## src/rtl/xrs_pkg.sv

```systemverilog
package xrs_pkg;
  parameter int DATA_W = 32;
  parameter int BYTE_W = 8;
  parameter int ACK_LINES = 3;
  parameter int ACK_USED = 1;

  localparam int REG_TXD = 0;
  localparam int REG_TXC = 1;
  localparam int REG_RXD = 2;
  localparam int REG_RXS = 3;
  localparam int REG_SER = 4;
  localparam int FLAG_BIT = BYTE_W - 1;
  localparam int TXEN_BIT = BYTE_W - 2;

  typedef enum logic [1:0] {
    BUS_IDLE = 2'd0,
    BUS_WAIT = 2'd1,
    BUS_ACK  = 2'd2
  } bus_state_t;

  // Place a byte on the most significant lane, lower lanes zero.
  function automatic logic [DATA_W-1:0] lane_put(input logic [BYTE_W-1:0] b);
    logic [DATA_W-1:0] w;
    w = '0;
    w[DATA_W-1 -: BYTE_W] = b;
    return w;
  endfunction

  // Extract the most significant byte lane.
  function automatic logic [BYTE_W-1:0] lane_get(input logic [DATA_W-1:0] w);
    return w[DATA_W-1 -: BYTE_W];
  endfunction
endpackage

```

## src/rtl/xrs_bus_fsm.sv

```systemverilog
module xrs_bus_fsm
  import xrs_pkg::*;
(
  input  logic clk,
  input  logic rst_n,
  input  logic sel_n,
  input  logic strobe_n,
  output logic acc_fire,
  output logic ack_on
);
  bus_state_t state_q, state_d;
  logic start;

  assign start = !sel_n && !strobe_n;
  // The access commits on the edge that moves WAIT to ACK.
  assign acc_fire = (state_q == BUS_WAIT) && start;
  assign ack_on = (state_q == BUS_ACK);

  always_comb begin
    state_d = state_q;
    unique case (state_q)
      BUS_IDLE: if (start) state_d = BUS_WAIT;
      BUS_WAIT: state_d = start ? BUS_ACK : BUS_IDLE;
      BUS_ACK:  if (strobe_n) state_d = BUS_IDLE;
      default:  state_d = BUS_IDLE;
    endcase
  end

  always_ff @(posedge clk) begin
    if (!rst_n) state_q <= BUS_IDLE;
    else        state_q <= state_d;
  end
endmodule

```

## src/rtl/xrs_regbank.sv

```systemverilog
module xrs_regbank
  import xrs_pkg::*;
#(
  parameter int ADDR_W = 4
) (
  input  logic              clk,
  input  logic              rst_n,
  input  logic              acc_fire,
  input  logic              acc_rd,
  input  logic [ADDR_W-1:0] acc_addr,
  input  logic [BYTE_W-1:0] wbyte,
  input  logic              tx_take,
  input  logic              rx_valid,
  input  logic [BYTE_W-1:0] rx_byte,
  output logic [BYTE_W-1:0] rbyte,
  output logic              tx_busy,
  output logic              rx_ready,
  output logic              tx_en,
  output logic [BYTE_W-1:0] tx_byte,
  output logic [BYTE_W-1:0] ser_param
);
  logic [BYTE_W-2:0] txc_q;
  logic [BYTE_W-1:0] rxd_q;
  logic wr_txd, wr_txc, wr_ser, rd_rxd;

  assign wr_txd = acc_fire && !acc_rd && (acc_addr == ADDR_W'(REG_TXD));
  assign wr_txc = acc_fire && !acc_rd && (acc_addr == ADDR_W'(REG_TXC));
  assign wr_ser = acc_fire && !acc_rd && (acc_addr == ADDR_W'(REG_SER));
  assign rd_rxd = acc_fire &&  acc_rd && (acc_addr == ADDR_W'(REG_RXD));

  always_ff @(posedge clk) begin
    if (!rst_n) begin
      txc_q     <= '0;
      tx_byte   <= '0;
      ser_param <= '0;
      tx_busy   <= 1'b0;
    end else begin
      if (wr_txd) tx_byte <= wbyte;
      if (wr_txc) txc_q <= wbyte[BYTE_W-2:0];
      if (wr_ser) ser_param <= wbyte;
      // A new transmit byte outranks a same-cycle acceptance.
      if (wr_txd)       tx_busy <= 1'b1;
      else if (tx_take) tx_busy <= 1'b0;
    end
  end

  always_ff @(posedge clk) begin
    if (!rst_n) begin
      rxd_q    <= '0;
      rx_ready <= 1'b0;
    end else if (rx_valid) begin
      rxd_q    <= rx_byte;
      rx_ready <= 1'b1;
    end else if (rd_rxd) begin
      rx_ready <= 1'b0;
    end
  end

  assign tx_en = txc_q[TXEN_BIT];

  always_comb begin
    rbyte = '0;
    if (acc_addr == ADDR_W'(REG_TXD))      rbyte = tx_byte;
    else if (acc_addr == ADDR_W'(REG_TXC)) rbyte = {tx_busy, txc_q};
    else if (acc_addr == ADDR_W'(REG_RXD)) rbyte = rxd_q;
    else if (acc_addr == ADDR_W'(REG_RXS)) rbyte = {rx_ready, {(BYTE_W-1){1'b0}}};
    else if (acc_addr == ADDR_W'(REG_SER)) rbyte = ser_param;
  end
endmodule

```

## src/rtl/xcvr_regslave.sv

```systemverilog
module xcvr_regslave
  import xrs_pkg::*;
#(
  parameter int ADDR_W = 4
) (
  input  logic              clk,
  input  logic              rst_n,
  input  logic              sel_n,
  input  logic              strobe_n,
  input  logic              rd,
  input  logic [ADDR_W-1:0] addr,
  input  logic [DATA_W-1:0] wdata,
  output logic [DATA_W-1:0] rdata,
  output logic [ACK_LINES-1:0] ack_n,
  output logic              err_n,
  output logic              tx_en,
  output logic [BYTE_W-1:0] tx_byte,
  input  logic              tx_take,
  input  logic              rx_valid,
  input  logic [BYTE_W-1:0] rx_byte,
  output logic [BYTE_W-1:0] ser_param
);
  logic acc_fire, ack_on, tx_busy, rx_ready;
  logic [BYTE_W-1:0] rbyte;
  logic [DATA_W-1:0] rdata_q;

  xrs_bus_fsm u_fsm (
    .clk(clk), .rst_n(rst_n), .sel_n(sel_n), .strobe_n(strobe_n),
    .acc_fire(acc_fire), .ack_on(ack_on)
  );

  xrs_regbank #(.ADDR_W(ADDR_W)) u_regs (
    .clk(clk), .rst_n(rst_n), .acc_fire(acc_fire), .acc_rd(rd),
    .acc_addr(addr), .wbyte(lane_get(wdata)), .tx_take(tx_take),
    .rx_valid(rx_valid), .rx_byte(rx_byte), .rbyte(rbyte),
    .tx_busy(tx_busy), .rx_ready(rx_ready), .tx_en(tx_en),
    .tx_byte(tx_byte), .ser_param(ser_param)
  );

  // Read data is launched with the acknowledge and cleared with it.
  always_ff @(posedge clk) begin
    if (!rst_n)        rdata_q <= '0;
    else if (acc_fire) rdata_q <= rd ? lane_put(rbyte) : '0;
    else if (strobe_n) rdata_q <= '0;
  end

  assign rdata = rdata_q;

  generate
    for (genvar i = 0; i < ACK_LINES; i++) begin : g_ack
      if (i == ACK_USED) begin : g_used
        assign ack_n[i] = !ack_on;
      end else begin : g_idle
        assign ack_n[i] = 1'b1;
      end
    end
  endgenerate

  assign err_n = 1'b1;
endmodule

```

## config.mk

```make
export PLATFORM = sky130hd
export DESIGN_NAME = xcvr_regslave
export DESIGN_NICKNAME = d
export VERILOG_FILES = /design/src/rtl/xrs_pkg.sv /design/src/rtl/xrs_bus_fsm.sv /design/src/rtl/xrs_regbank.sv /design/src/rtl/xcvr_regslave.sv
export SDC_FILE = /design/constraint.sdc
export NUM_CORES = 1
export LEC_CHECK = 0
export BUFFER_PORTS_ARGS = -buffer_cell sky130_fd_sc_hd__buf_4
export CAP_MARGIN = 0
export CELL_PAD_IN_SITES_DETAIL_PLACEMENT = 1
export CELL_PAD_IN_SITES_GLOBAL_PLACEMENT = 2
export CORE_ASPECT_RATIO = 1.4
export CORE_MARGIN = 2
export CORE_UTILIZATION = 23
export CTS_CLUSTER_SIZE = 20
export DETAILED_ROUTE_END_ITERATION = 10
export PLACE_DENSITY = 0.75
export SLEW_MARGIN = 25
export SYNTH_ARGS = -nofsm -noshare
export SYNTH_HDL_FRONTEND = slang
export SYNTH_SLANG_ARGS = --single-unit
```

## constraint.sdc

```tcl
create_clock -name clk -period 1.61 [get_ports clk]
set_clock_uncertainty 0.2 [all_clocks]
set_input_delay 0.0805 -clock clk [delete_from_list [all_inputs] [get_ports clk]]
set_output_delay 0.0805 -clock clk [all_outputs]
set_load 0.01 [all_outputs]
```

Yosys cells after proc, flatten, opt, wreduce, memory -nomap -nowiden
Index checks and enable logic that the tools add are counted.

Eq/ne operators: 8. Reductions and logical operators: 18. Muxes and demuxes: 16.

Operator list (number): $mux 32 (3); $mux 8 (5); $eq 4x2->1 const B (2); $logic_and 1x1->1 (8); $mux 2 (3); $pmux 2 s3 (1); $reduce_bool 2->1 (3); $eq 4x1->1 const B (1); $eq 4x3->1 const B (1); $logic_not 1->1 (4); $logic_not 4->1 (1); $mux 1 (4); $eq 2x1->1 const B (1); $eq 2x2->1 const B (1); $logic_not 2->1 (1); $ne 2x1->1 const B (1); $ne 2x2->1 const B (1); $reduce_and 2->1 (1).

Output and inout port bits: 53. Logic and storage cells: 50. Bits in registers: 67. Input port bits: 51.

Longest topological paths before layout
Gate-level depths: netlist of run 1.

Word-level depth: 8. Mapped depth: 6. Depth with buffers taken out: 4.

Cells and area by module
A second synthesis of run 1 with hierarchy kept.

Cells, all modules: 274. Area, all modules: 2481.1 um^2.

Modules (own cells, without submodules): xrs_regbank (instances 1, area an instance 1795.5 um^2, cells an instance 198, seq. area each 660.6 um^2); xcvr_regslave (instances 1, area an instance 599.3 um^2, cells an instance 67, seq. area each 160.2 um^2); xrs_bus_fsm (instances 1, area an instance 86.3 um^2, cells an instance 9, seq. area each 40.0 um^2).

Least setup slack after synthesis of run 1
No wires, ideal clock.

Kind: register to register. Start: reg u_fsm.state_q[1]. End: reg u_regs.ser_param[0]. Arrival: 1.384 ns. Required time: 1.338 ns. Cell stages (with the launch flop): 6. Slack: -0.045 ns. Library setup time: 0.072 ns. Buffers on the path: 1. Clock period less this slack: 1.655 ns. Cell sequence: dfxtp_1 > or3b_4 > nor3_2 > and4b_1 > buf_6 > mux2i_1.

Longest elaborated chain between the ends: 4.

RTL lines: start, declared (line xrs_bus_fsm.sv:11) `bus_state_t state_q, state_d;`; start signal, assigned (line xrs_bus_fsm.sv:31) `else state_q <= state_d;`; $eq 2x1->1 (line xrs_bus_fsm.sv:16) `assign acc_fire = (state_q == BUS_WAIT) && start;`; $logic_and 1x1->1 (line xrs_bus_fsm.sv:16); $logic_and 1x1->1 (2 in series) (line xrs_regbank.sv:28) `assign wr_ser = acc_fire && !acc_rd && (acc_addr == ADDR_W'(REG_SER));`; end signal, assigned (line xrs_regbank.sv:40) `if (wr_ser) ser_param <= wbyte;`; end, declared (line xrs_regbank.sv:20) `output logic [BYTE_W-1:0] ser_param`.

No other way between the ends. A chain may end at the register's enable or synchronous reset.

Worst setup path in the final report of run 1
Start: reg u_fsm.state_q[1]. End: reg u_regs.tx_byte[2].

Longest elaborated chain between the ends: 4.

RTL lines: $eq 2x1->1 (line xrs_bus_fsm.sv:16); $logic_and 1x1->1 (line xrs_bus_fsm.sv:16); $logic_and 1x1->1 (2 in series) (line xrs_regbank.sv:26) `assign wr_txd = acc_fire && !acc_rd && (acc_addr == ADDR_W'(REG_TXD));`; end signal, assigned (line xrs_regbank.sv:38) `if (wr_txd) tx_byte <= wbyte;`; end, declared (line xrs_regbank.sv:19) `output logic [BYTE_W-1:0] tx_byte,`.

No other way between the ends.

==> impl.org, run 1 <==
** STA
- Portion of the clock cycle consumed by the worst path in the final layout :: 111.4%
- The final number of max-transition violations was 0.
- The final count of hold timing violations was 0.
- The worst path in the final design needs a cycle of 1.794 ns, including I/O delays and setup.
- In the post-route analysis, the smallest setup slack over all paths is -0.1843 ns.
- Unrepaired setup endpoints after global routing :: true
- Setup TNS after final layout :: -2.915 ns
- Max Freq :: roughly 560 MHz
- Setup violations, final :: 32

** Setup path
- STA puts the critical path data arrival time at about 1.8 ns.
- Register-to-register setup slack :: -0.18 ns
- Kind of end point of the critical path :: flop
- Endpoint required time on the critical path :: around 1.6 ns
- Dominant delay contributor by cell family on the critical path :: simple AND/OR/NAND/NOR gates
- Walking the worst path, the cells encountered are or3b_4 > nor3_4 > buf_4 > and2_4 > buf_12 > mux2i_4.
- The startpoint identified for the worst register-to-register timing path is u_fsm.state_q[1].
- Sort of element at the start of the critical path :: flop
- Counting buffers and inverters, the worst setup path is 6 cells deep.
- Crit path max-delay cell type :: sky130_fd_sc_hd__or3b_4
- Measured in cells, the most critical reg-to-reg path has a length of 6.
- Reg2Reg Capture Point :: u_regs.tx_byte[2]
- Counting both buffers and inverters, the worst setup path holds a total of 2.
- Largest driver fanout on the critical path :: 9
- In this design, the stage delay of the slowest critical-path cell is between 0.4 and 0.5 ns.
- Critical path class :: flop to flop

** Clock tree
- Clock latency at the later pin of the worst-skew pair :: between 0.2 and 0.3 ns
- After clock tree synthesis, the clock-pin slew on the worst setup and hold paths is approximately 0.060 ns.
- TritonCTS built the clock tree.
- In this run the number of H-tree levels came out at 2.
- The tree built by TritonCTS fans out to 43 sinks.
- Buffer cell driving the clock tree root :: sky130_fd_sc_hd__clkbuf_16
- TritonCTS buffer count :: 5
- Counting along the longest clock path gives a buffer depth of 2.

** Cells and area
- Non-filler instance count after layout :: around 430
- Relative to the synthesized area, the layout overhead comes to 48.16%.
- After routing the design area is 0.003126 mm2.
- Proportion of layout cells with a drive suffix above 1 :: between 20 and 30%
- 0 antenna diodes ended up in the layout.
- For this run, the post-layout net count is ~380.
- Top library cells by usage in the layout, fill and taps aside :: 59 x sky130_fd_sc_hd__buf_4, 41 x sky130_fd_sc_hd__dfxtp_1, 35 x sky130_fd_sc_hd__nand2_1, 31 x sky130_fd_sc_hd__dlygate4sd3_1, 30 x sky130_fd_sc_hd__mux2i_1
- Most frequent standard cell in the layout excluding fill and tap cells :: sky130_fd_sc_hd__buf_4

** Synth
- Main combinational cell family by area after synthesis :: simple AND/OR/NAND/NOR gates
- Of the total synthesized cell area, the portion taken by full adders, half adders and majority gates is 0%.
- Multiplexer share of the synthesized area :: 15.24%
- Synthesized area :: ~0.0021 mm2
- In this run, synthesis inferred 0 flip-flops with an integrated enable.
- Most common flop cell mapped by yosys :: sky130_fd_sc_hd__dfxtp_1
- Post-Synth XOR/XNOR Area :: 0%
- Syn Inst Count :: 239
- During synthesis, Yosys emitted a total of 0 warnings.
- Synthesis inferred 43 register bits.
- Summing the areas of all compound-gate instances in the mapped netlist gives a little under a tenth of the synthesized area.
- Each instance of the synthesized netlist takes up on average 8.826 um2.
- Share of synthesized cell area in and, or, nand and nor gates :: between 10% and 20%
- After synthesis, flip-flops and latches occupy 40.81% of the total area.
- In the synthesized netlist the async set-or-reset flop fraction comes to 0%.
- Distinct cell type count after synthesis :: 30

** Pwr
- The completed layout was analyzed and its total power is 2.558 mW.
- Of the total power, the share spent switching nets is a little over a fifth.
- Summed over all nets, the switching power comes to approximately 0.56 mW.
- Power spread over the standard cell area amounts to 818.3 mW/mm2.
- Of the total power, registers draw between 40% and 50%.
- Combinational logic burns roughly 11% of the power.
- In this run, the clock network consumes 46.1% of the power.
- Pleak :: ~1.4 nW
- The worst-case IR drop observed on VDD is between 0.0004 and 0.0005 V.
- The internal power of the cells totals ~2 mW.

** Run status
- The final reports fail on setup timing.
- Result of the run :: finished, violations left

** Placement
- OpenSTA, run right after detailed placement, puts the worst setup slack at -0.2000 ns.
- Port buffer count :: 52
- Cell area after placement :: roughly 0.0025 mm2
- The HPWL after detailed placement is ~4200 um.
- Placed cell count :: about 390
- The congestion estimate from routability-driven global placement came to 0.7975.

** Worst hold path
- The worst hold path belongs to the class primary input to flop.
- Hold Path Depth :: 5
- For hold timing, the worst endpoint is rdata[28].
- Worst min-delay path startpoint :: addr[3]

** Route
- Dividing the detail-routed via count by the number of cells gives 4.159.
- Summed over all layers, the routed wires come to just under 6000 um.
- Initial DRC Count :: 47
- Once detail routing completed, the nets flagged for antenna violations numbered 0.
- After detailed routing, the number of remaining DRC violations is 0.
- Overall via count from detail_route :: ~1800
- In the final routed layout, each cell accounts on average for roughly 13 um.
- Total iterations of the first detailed-routing run :: 4

** Floorplanning
- The die covers between 0.009 and 0.01 mm2.
- Measured along the y axis, the die boundary spans ~120 um.
- The floorplan has 41 rows.
- The die is approximately 85 um wide.
- Core outline area :: ~0.0090 mm2
- The initial utilization of the core area, before any placement, comes to a little under a quarter.
- Ports :: around 100

** Global route
- In the global route stage, overall resource usage came out at 11.70%.
- The initial antenna violation count came to 0.
- Wire length of the first global-routing pass :: between 9000 and 10000 um
- Maximum number of pins on one net before global-route repair :: 33
- The number of global-route vias before repair is around 1900.
- For this run the aggregate overflow at the end of global routing stands at 0.

** Run
- Max-cap check violation count :: 0
cells by family (layout without fill, tap and decap cells):
kind of cell	Yosys count	after routing
flip-flops	43	43
AO/OA/AOI/OAI	36	36
other	2	27
buffers and inverters	49	112
AND/OR/NAND/NOR	77	77
multiplexers	32	32
per-stage QoR:
step	utilization, %	hold slack, ns
5_1_grt	34.82	0.06156
6_report	34.82	0.05714
2_1_floorplan	-	-0.04243
3_5_place_dp	28.39	0.07815
3_3_place_gp	28.39	0.06985
4_1_cts	34.37	0.02443
layer usage:
metal,track usage [%],share of wire (%),up-vias
li1,-,-,914
met5,0,0,-
met1,12.52,40,839
met3,2.252,4.0,5
met4,4.663,1.5,0
met2,21.88,55,47
final cells by class:
type	count	area [um2]
timing repair buffer	95	828.3
tap	107	133.9
sequential	43	863.3
clock buffer	6	138.9
fill	1041	5852
inverter	9	33.78
clock inverter	2	35.03
multi-input combinational	172	1092
synthesized netlist by cell type (2+ instances only):
cell                       instances  area share (%)
sky130_fd_sc_hd__mux2i_1          31              15
sky130_fd_sc_hd__nor2_1            4            0.71
sky130_fd_sc_hd__o21ai_0          10             2.4
sky130_fd_sc_hd__dfxtp_1          43              41
sky130_fd_sc_hd__nand2b_1          2            0.59
sky130_fd_sc_hd__buf_4            28              10
sky130_fd_sc_hd__conb_1            2            0.36
sky130_fd_sc_hd__nand2_1          35             6.2
sky130_fd_sc_hd__o22ai_1           8             2.4
sky130_fd_sc_hd__a21oi_1           8             1.9
sky130_fd_sc_hd__nor2b_1          25             7.4
sky130_fd_sc_hd__o21ai_1           7             1.7
sky130_fd_sc_hd__clkbuf_1         10             1.8
sky130_fd_sc_hd__inv_1             9             1.6
sky130_fd_sc_hd__nor4_1            2            0.59
power groups by stage:
stage | registers [mW] | logic [mW] | clock network, mW
finish | 1.09 | 0.290 | 1.18
global route | 1.09 | 0.319 | 1.26
CTS | 1.09 | 0.286 | 1.22
detailed placement | 1.11 | 0.217 | 0
global placement | 1.11 | 0.215 | 0
floorplan | 1.11 | 0.174 | 0
flip-flops by register name, summed over array words and instances (netlist names):
| register | count |
|---|---|
| u_regs.ser_param | 8 |
| u_regs.txc_q | 7 |
| u_regs.rxd_q | 8 |
| u_regs.tx_busy | 1 |
| u_regs.tx_byte | 8 |
| u_fsm.state_q | 2 |
| u_regs.rx_ready | 1 |
| rdata | 8 |
repair_timing:
action                                 in CTS  in global routing
setup buffers                               2                  1
endpoints found under the hold margin      36                  0
gates resized for setup                    15                  9
setup endpoints to repair                  32                 33
pin swaps                                   6                  3
hold buffers                               32                  0
cloned                                      0                  0
worst max-delay path by stage:
stage                startpoint                  end  slack, ns
6_report       u_fsm.state_q[1]    u_regs.tx_byte[2]      -0.18
2_1_floorplan  u_fsm.state_q[1]  u_regs.ser_param[0]      -0.04
5_1_grt        u_fsm.state_q[1]    u_regs.tx_byte[4]      -0.24
4_1_cts        u_fsm.state_q[1]  u_regs.ser_param[6]      -0.18
3_3_place_gp   u_fsm.state_q[0]  u_regs.ser_param[1]      -0.10
3_5_place_dp   u_fsm.state_q[0]  u_regs.ser_param[6]      -0.20
tightest hold or removal path, stage by stage:
cell	delay, ns
sky130_fd_sc_hd__buf_4	0.13
sky130_fd_sc_hd__nor4b_4	0.05
sky130_fd_sc_hd__buf_6	0.13
sky130_fd_sc_hd__o21ai_2	0.05
sky130_fd_sc_hd__o21ai_1	0.05
Power figures use the tool's default switching activity.
==> run 2: changes to the inputs <==
- SETUP_SLACK_MARGIN: not set -> 0.2
==> run 2 against run 1 <==
Net effect:
- the flow still finishes with violations (setup timing)
- register-to-register slack better by 0.03 ns
- first-iteration DRC count increased by 26%
- die area is the same
- combinational power decreased by 6%
- largest cell class unchanged
- critical path depth down 1
- worst setup slack gained 0.028 ns
==> impl.org, run 2 (same netlist as run 1, synthesis figures left out) <==
** Run status
- Result of the run :: finished, violations left
- Failing checks :: setup timing

** Cells and area
- The area growth from synthesis to layout is 44.13%.
- Most frequent standard cell in the layout excluding fill and tap cells :: sky130_fd_sc_hd__buf_4
- NumNets Final :: around 370
- Final core utilization :: around a third
- Non-filler instance count after layout :: around 430
- 0 antenna diodes ended up in the layout.
- The layout has a little over 1000 filler cells.
- Proportion of layout cells with a drive suffix above 1 :: a little over a quarter
- Top library cells by usage in the layout, fill and taps aside :: 57 x sky130_fd_sc_hd__buf_4, 41 x sky130_fd_sc_hd__dfxtp_1, 35 x sky130_fd_sc_hd__nand2_1, 30 x sky130_fd_sc_hd__mux2i_1, 27 x sky130_fd_sc_hd__conb_1

** Setup path
- Crit path max-delay cell type :: sky130_fd_sc_hd__or3b_4
- Endpoint required time on the critical path :: between 1.5 and 2 ns
- In this run the critical register-to-register path is captured at u_regs.ser_param[1].
- Critical-path cell list :: or3b_4 > nor3_4 > and4b_1 > buf_12 > mux2i_1
- STA classifies the critical path startpoint as a flop.
- Of all nets on the critical path, the largest fanout is 8.
- Startpoint of the most critical register-to-register path :: u_fsm.state_q[1]
- Register-to-register setup slack :: -0.16 ns
- Data arrival time of the critical path :: 1.79 ns
- Cells on worst reg2reg path :: 5
- The largest single stage delay on the critical path is between 0.4 and 0.5 ns.
- Worst setup path start :: u_fsm.state_q[1]
- By startpoint and endpoint, the worst setup path is classified as flop to flop.
- Timing endpoint of the critical path :: u_regs.ser_param[1]
- The worst setup path is captured at a flop.

** Floorplanning
- In this run the standard cell core region covers 0.008977 mm2.
- In this run the count of I/O pins placed on the die edge is approximately 100.
- After floorplanning, the core was divided into 41 placement rows.
- Die footprint :: 0.009965 mm2
- DIE WIDTH :: 84.94 um
- Vertical die dimension :: ~120 um
- Initial Util :: 23.50%

** Pwr
- For this design the ratio of total power to cell area is ~840 mW/mm2.
- Comb power frac :: approximately a tenth
- Part of the power in registers :: 42.7%
- IR analysis of the VDD net gives a maximum drop of 0.0004231 V.
- Tot Pwr :: 2.550 mW
- In this run switching power makes up around 22% of total power.
- Summed over all cells, the static leakage comes to about 1.3 nW.
- Clk pwr share :: between 40 and 50%
- Net switching power :: about 0.57 mW
- Cell-internal power :: between 1.5 and 2 mW

** Clock tree
- In this run the deepest clock path goes through 2 buffers.
- After clock tree synthesis, the clock-pin slew on the worst setup and hold paths is 0.06 ns.
- In this run the number of H-tree levels came out at 2.
- The clock reaches the later pin of the worst-skew pair after slightly below 0.3 ns.
- CTS tree :: yes
- Sink count of the clock tree :: 43
- Buffer cell driving the clock tree root :: sky130_fd_sc_hd__clkbuf_16
- TritonCTS buffer count :: 5

** Placement
- Final HPWL DP :: 4292 um
- The number of placed instances, taps included, is 390.
- Gpl congestion :: 0.7600
- Port buffering added 52 buffers.

** Global route
- Number of antenna violations at the first check in global routing :: 0
- Entering global routing, the biggest net connects 33 pins.
- Wire length of the first global-routing pass :: about 9000 um
- Across every metal layer, demand over resource in global routing totals between 10% and 20%.
- Vias in the first global route :: around 1900
- Leftover overflow at the end of global routing :: 0

** STA
- Final critical delay including setup and external delays :: approximately 1.8 ns
- Hold Slack :: approximately 0.018 ns
- Final worst slack :: -0.1566 ns
- Setup repair after global routing could not meet its margin everywhere.
- Max Freq :: roughly 570 MHz
- The final count of hold timing violations came to 0.
- Number of pins exceeding their max-slew limit in the final report :: 0
- Setup violations, final :: 32
- Portion of the clock cycle consumed by the worst path in the final layout :: 109.7%

** Route
- Once detail routing completed, the nets flagged for antenna violations numbered 0.
- In this run, the number of DRC markers left after iteration 0 of detailed routing was 59.
- The detailed router placed 1783 vias in this run.
- In the routed layout, each cell is associated on average with a via count of 4.195.
- After detailed routing, the number of remaining DRC violations is 0.
- The first detailed-routing pass ran for 2 iterations.
- Wires add up to approximately 5700 um.
- Mean routed wirelength per cell :: 13.46 um

** Run
- The tool flagged a number of max-cap violations equal to 0.

** Worst hold path
- Type of the most critical hold path :: primary input to flop
[run 2: power by group through the flow]
stage / combinational [mW] / sequential, mW / clock [mW]
4_1_cts: 0.270 / 1.09 / 1.23
3_3_place_gp: 0.215 / 1.11 / 0
3_5_place_dp: 0.217 / 1.11 / 0
5_1_grt: 0.300 / 1.09 / 1.26
6_report: 0.274 / 1.09 / 1.19
2_1_floorplan: 0.175 / 1.11 / 0
[run 2: cell type report]
class	instances	area, um2	share of cell area, %
Timing Repair Buffer	86	743.2	24.44
Clock inverter	2	35.03	1.152
Inverter	9	33.78	1.111
Tap cell	107	133.9	4.403
Sequential cell	43	863.3	28.40
Multi-Input combinational cell	172	1092	35.93
Clock buffer	6	138.9	4.568
[run 2: routing by layer]
metal	GRT usage, %	part of all wire (%)	vias up
met5	0	0	-
met4	5.853	2.2	0
met3	2.322	4.1	8
met2	20.70	54	52
met1	12.76	39	826
li1	-	-	897
[run 2: through the flow]
step	cell area (um2)	worst slack [ns]	setup TNS, ns
after floorplan	2215	-0.03533	-0.2826
after CTS	2992	-0.1644	-2.863
final	3040	-0.1566	-3.410
after global routing	3040	-0.2300	-5.470
after global placement	2541	-0.1013	-2.238
after detailed placement	2541	-0.1595	-3.252
[run 2: critical path: cells and delay by family, from the launching register on]
| kind | cells | cell delay [ns] |
|---|---|---|
| AND/OR/NAND/NOR | 3 | 0.85 |
| flip-flops | 1 | 0.32 |
| multiplexers | 1 | 0.18 |
| buffers and inverters | 1 | 0.15 |
[run 2: what timing repair did]
action                                  in CTS  in global routing
pin swaps                                    5                 12
hold buffers                                23                  0
resized for setup                           13                  7
gates cloned                                 0                  0
buffers inserted                             1                  3
endpoints found under the hold margin       35                  0
endpoints found under the setup margin      33                 34
[run 2: worst min-delay path by stage]
stage / cells after the start / start / slack [ns] / end
6_report: 3 / strobe_n / 0.02 / u_fsm.state_q[1]
5_1_grt: 3 / strobe_n / 0.06 / u_fsm.state_q[1]
4_1_cts: 3 / strobe_n / 0.005 / u_fsm.state_q[1]
3_5_place_dp: 2 / sel_n / 0.07 / u_fsm.state_q[0]
3_3_place_gp: 2 / sel_n / 0.07 / u_fsm.state_q[0]
2_1_floorplan: 1 / sel_n / -0.04 / u_fsm.state_q[0]
==> run 3: changes to the inputs <==
- CAP_MARGIN: 0 -> not set
- SKIP_CTS_REPAIR_TIMING: not set -> 1
==> run 3 against run 2 <==
Net effect:
- the flow finishes with violations (hold timing, setup timing)
- highest routed layer unchanged
- largest power group unchanged
- hold slack got worse by 0.047 ns
- via count fell by 0.50%
- die area did not move
- final cell count fell by 0.71%
- fmax rose by 0.89%
- combinational power fell by 3%
==> impl.org, run 3 (same netlist as run 1, synthesis figures left out) <==
** Run status
- The run finished, with violations left.
- Failing checks :: hold timing, setup timing

** Placement
- At the end of routability-driven placement, the weighted congestion stood at 0.7600.
- Cell area after placement :: 0.002541 mm2
- Once placement completed, the tool counted placed cells totaling slightly below 400.
- Final HPWL DP :: 4292 um
- Port buffer count :: 52

** Cells and area
- Leaving out fill and tap cells, the most frequent cells in the layout are 57 x sky130_fd_sc_hd__buf_4, 41 x sky130_fd_sc_hd__dfxtp_1, 35 x sky130_fd_sc_hd__nand2_1, 30 x sky130_fd_sc_hd__mux2i_1, 27 x sky130_fd_sc_hd__conb_1.
- Most frequent standard cell in the layout excluding fill and tap cells :: sky130_fd_sc_hd__buf_4
- Area growth, synth to finish :: 42.47%
- NumNets Final :: approximately 370
- The number of antenna diodes in the final layout is 0.
- Of the cells placed in the final design, the portion with a size suffix greater than 1 is between 20% and 30%.
- Non-filler instance count after layout :: around 420
- After routing the design area is ~0.003 mm2.

** Pwr
- In this run, flip-flops and latches consume between 40% and 50% of the power.
- Fraction of power spent switching nets :: 22.10%
- Tot Pwr :: between 2 and 3 mW
- Clk pwr share :: 46.6%
- Cell-internal power :: slightly below 2 mW
- Areal power density over the cells :: roughly 840 mW/mm2
- Net switching power :: about 0.56 mW
- Of the total power, combinational logic draws between 10% and 20%.
- Largest vdd supply drop :: 0.0004240 V
- Pleak :: approximately 1.3 nW

** Run
- The tool flagged a number of max-cap violations equal to 0.

** STA
- Setup violations remaining at the end of the flow were counted as 31.
- Count of endpoints failing hold in the final timing report :: 2
- The final number of max-transition violations is 0.
- Final worst slack :: -0.1411 ns
- Hold timing on the final database bottoms out at a slack of -0.02888 ns.
- Final critical delay including setup and external delays :: ~1.8 ns
- Unrepaired setup endpoints after global routing :: true
- Derived from the worst setup path, the maximum achievable clock frequency is 571.1 MHz.
- Portion of the clock cycle consumed by the worst path in the final layout :: 108.8%

** Route
- The pre-antenna-repair detailed-routing pass consisted of 4 iterations.
- Remaining routing DRC violations :: 0
- Overall via count from detail_route :: 1774
- In this run the remaining antenna-violating nets after routing total 0.
- Dividing the detail-routed via count by the number of cells gives 4.204.
- In the final routed layout, each cell accounts on average for approximately 13 um.
- Initial DRC Count :: 61
- The final layout contains routed wiring with a total length of 5563 um.

** Clock tree
- Buffer cell driving the clock tree root :: sky130_fd_sc_hd__clkbuf_16
- At the later pin of the worst-skew pair, clock insertion delay measures slightly below 0.3 ns.
- The number of clock buffers added by TritonCTS is 5.
- Clock transition time at the flip-flop clock pins of the worst setup and hold paths :: approximately 0.060 ns
- Htree depth :: 2
- The tree built by TritonCTS fans out to 43 sinks.
- CTS tree :: yes
- No sink is reached through more buffers than the 2 on the longest clock path.

** Worst hold path
- The worst hold path begins at rst_n.
- The worst hold path passes through 3 cells.
- Capture endpoint of the worst hold path :: u_fsm.state_q[0]
- Type of the most critical hold path :: primary input to flop

** Setup path
- Register-to-register setup slack :: -0.14 ns
- In this run the critical register-to-register path is captured at u_regs.ser_param[1].
- For this design, the slowest cell found on the critical path is sky130_fd_sc_hd__or3b_4.
- The critical path goes through or3b_4 > nor3_4 > and4b_1 > buf_12 > mux2i_1.
- Endpoint required time on the critical path :: roughly 1.6 ns
- The worst setup path is launched from a flop.
- Number of buffers and inverters on the critical path :: 1
- Broken down by cell family, the worst path's largest delay share belongs to simple AND/OR/NAND/NOR gates.
- For this run, the slowest stage of the critical path takes 0.42 ns.
- The worst register-to-register path begins at u_fsm.state_q[0].
- Data arrives at the worst endpoint at ~1.8 ns.
- The critical path is of the flop to flop type.
- Largest driver fanout on the critical path :: 8
- Cells on worst reg2reg path :: 5
- Kind of end point of the critical path :: flop

** Floorplanning
- After floorplanning, the core was sized to cover around 0.009 mm2.
- Die footprint :: 0.009965 mm2
- Initial Util :: 23.50%
- From left edge to right edge, the die measures 84.94 um.
- Ports :: 104
- In this run the vertical extent of the chip is around 120 um.
- After floorplanning, the core was divided into 41 placement rows.

** Global route
- The number of global-route vias before repair was roughly 1800.
- Maximum number of pins on one net before global-route repair :: 33
- For this run, global-route usage on met1 was measured as between 10% and 20%.
- Leftover overflow at the end of global routing :: 0
- Wire length of the first global-routing pass :: a little under 9000 um
- The initial antenna violation count is 0.
- Global routing consumed, over all layers together, 11.00% of the routing resources.
- For this run, global-route usage on met3 was measured as approximately 2.6%.
- Met2 Usage GRT :: 19.38%
- Gr busiest metal :: met2
==> run 3: routing by layer <==
metal / up-vias / wire [um]
met4: 0 / 147
met1: 822 / 2178
met3: 9 / 232
li1: 891 / -
met2: 52 / 3005
met5: - / 0
==> run 3: tightest hold or removal path, delay by kind of cell <==
kind | cells | cell delay (ns)
AND/OR/NAND/NOR | 2 | 0.21
buffers and inverters | 1 | 0.12
==> run 3: layout make-up <==
class                      count  area [um2]
fill                        1030        5972
tap                          107       133.9
sequential                    43       863.3
timing repair buffer          83       711.9
inverter                       9       33.78
clock inverter                 2       35.03
clock buffer                   6       138.9
multi-input combinational    172        1089
==> run 3: worst max path at each step <==
stage,start,endpoint,cells after the start
floorplan,u_fsm.state_q[1],u_regs.ser_param[0],5
global placement,u_fsm.state_q[1],u_regs.ser_param[5],5
detailed placement,u_fsm.state_q[1],u_regs.ser_param[1],5
CTS,u_fsm.state_q[0],u_regs.ser_param[1],5
global route,u_fsm.state_q[0],u_regs.ser_param[7],5
finish,u_fsm.state_q[0],u_regs.ser_param[1],5
==> run 3: per-stage QoR <==
step | util (%) | worst slack, ns | TNS, ns | hold slack [ns]
global route | 33.48 | -0.2249 | -4.908 | 0.02341
floorplan | - | -0.03533 | -0.2826 | -0.04243
detailed placement | 28.31 | -0.1595 | -3.252 | 0.06914
CTS | 30.24 | -0.1823 | -3.854 | -0.2353
global placement | 28.31 | -0.1013 | -2.238 | 0.06770
finish | 33.48 | -0.1411 | -2.448 | -0.02888
==> run 3: power groups by stage <==
stage | Combinational [mW] | Clock [mW] | Sequential, mW
CTS | 0.218 | 1.23 | 1.09
detailed placement | 0.217 | 0 | 1.11
global route | 0.293 | 1.27 | 1.09
global placement | 0.215 | 0 | 1.11
finish | 0.267 | 1.18 | 1.09
floorplan | 0.175 | 0 | 1.11
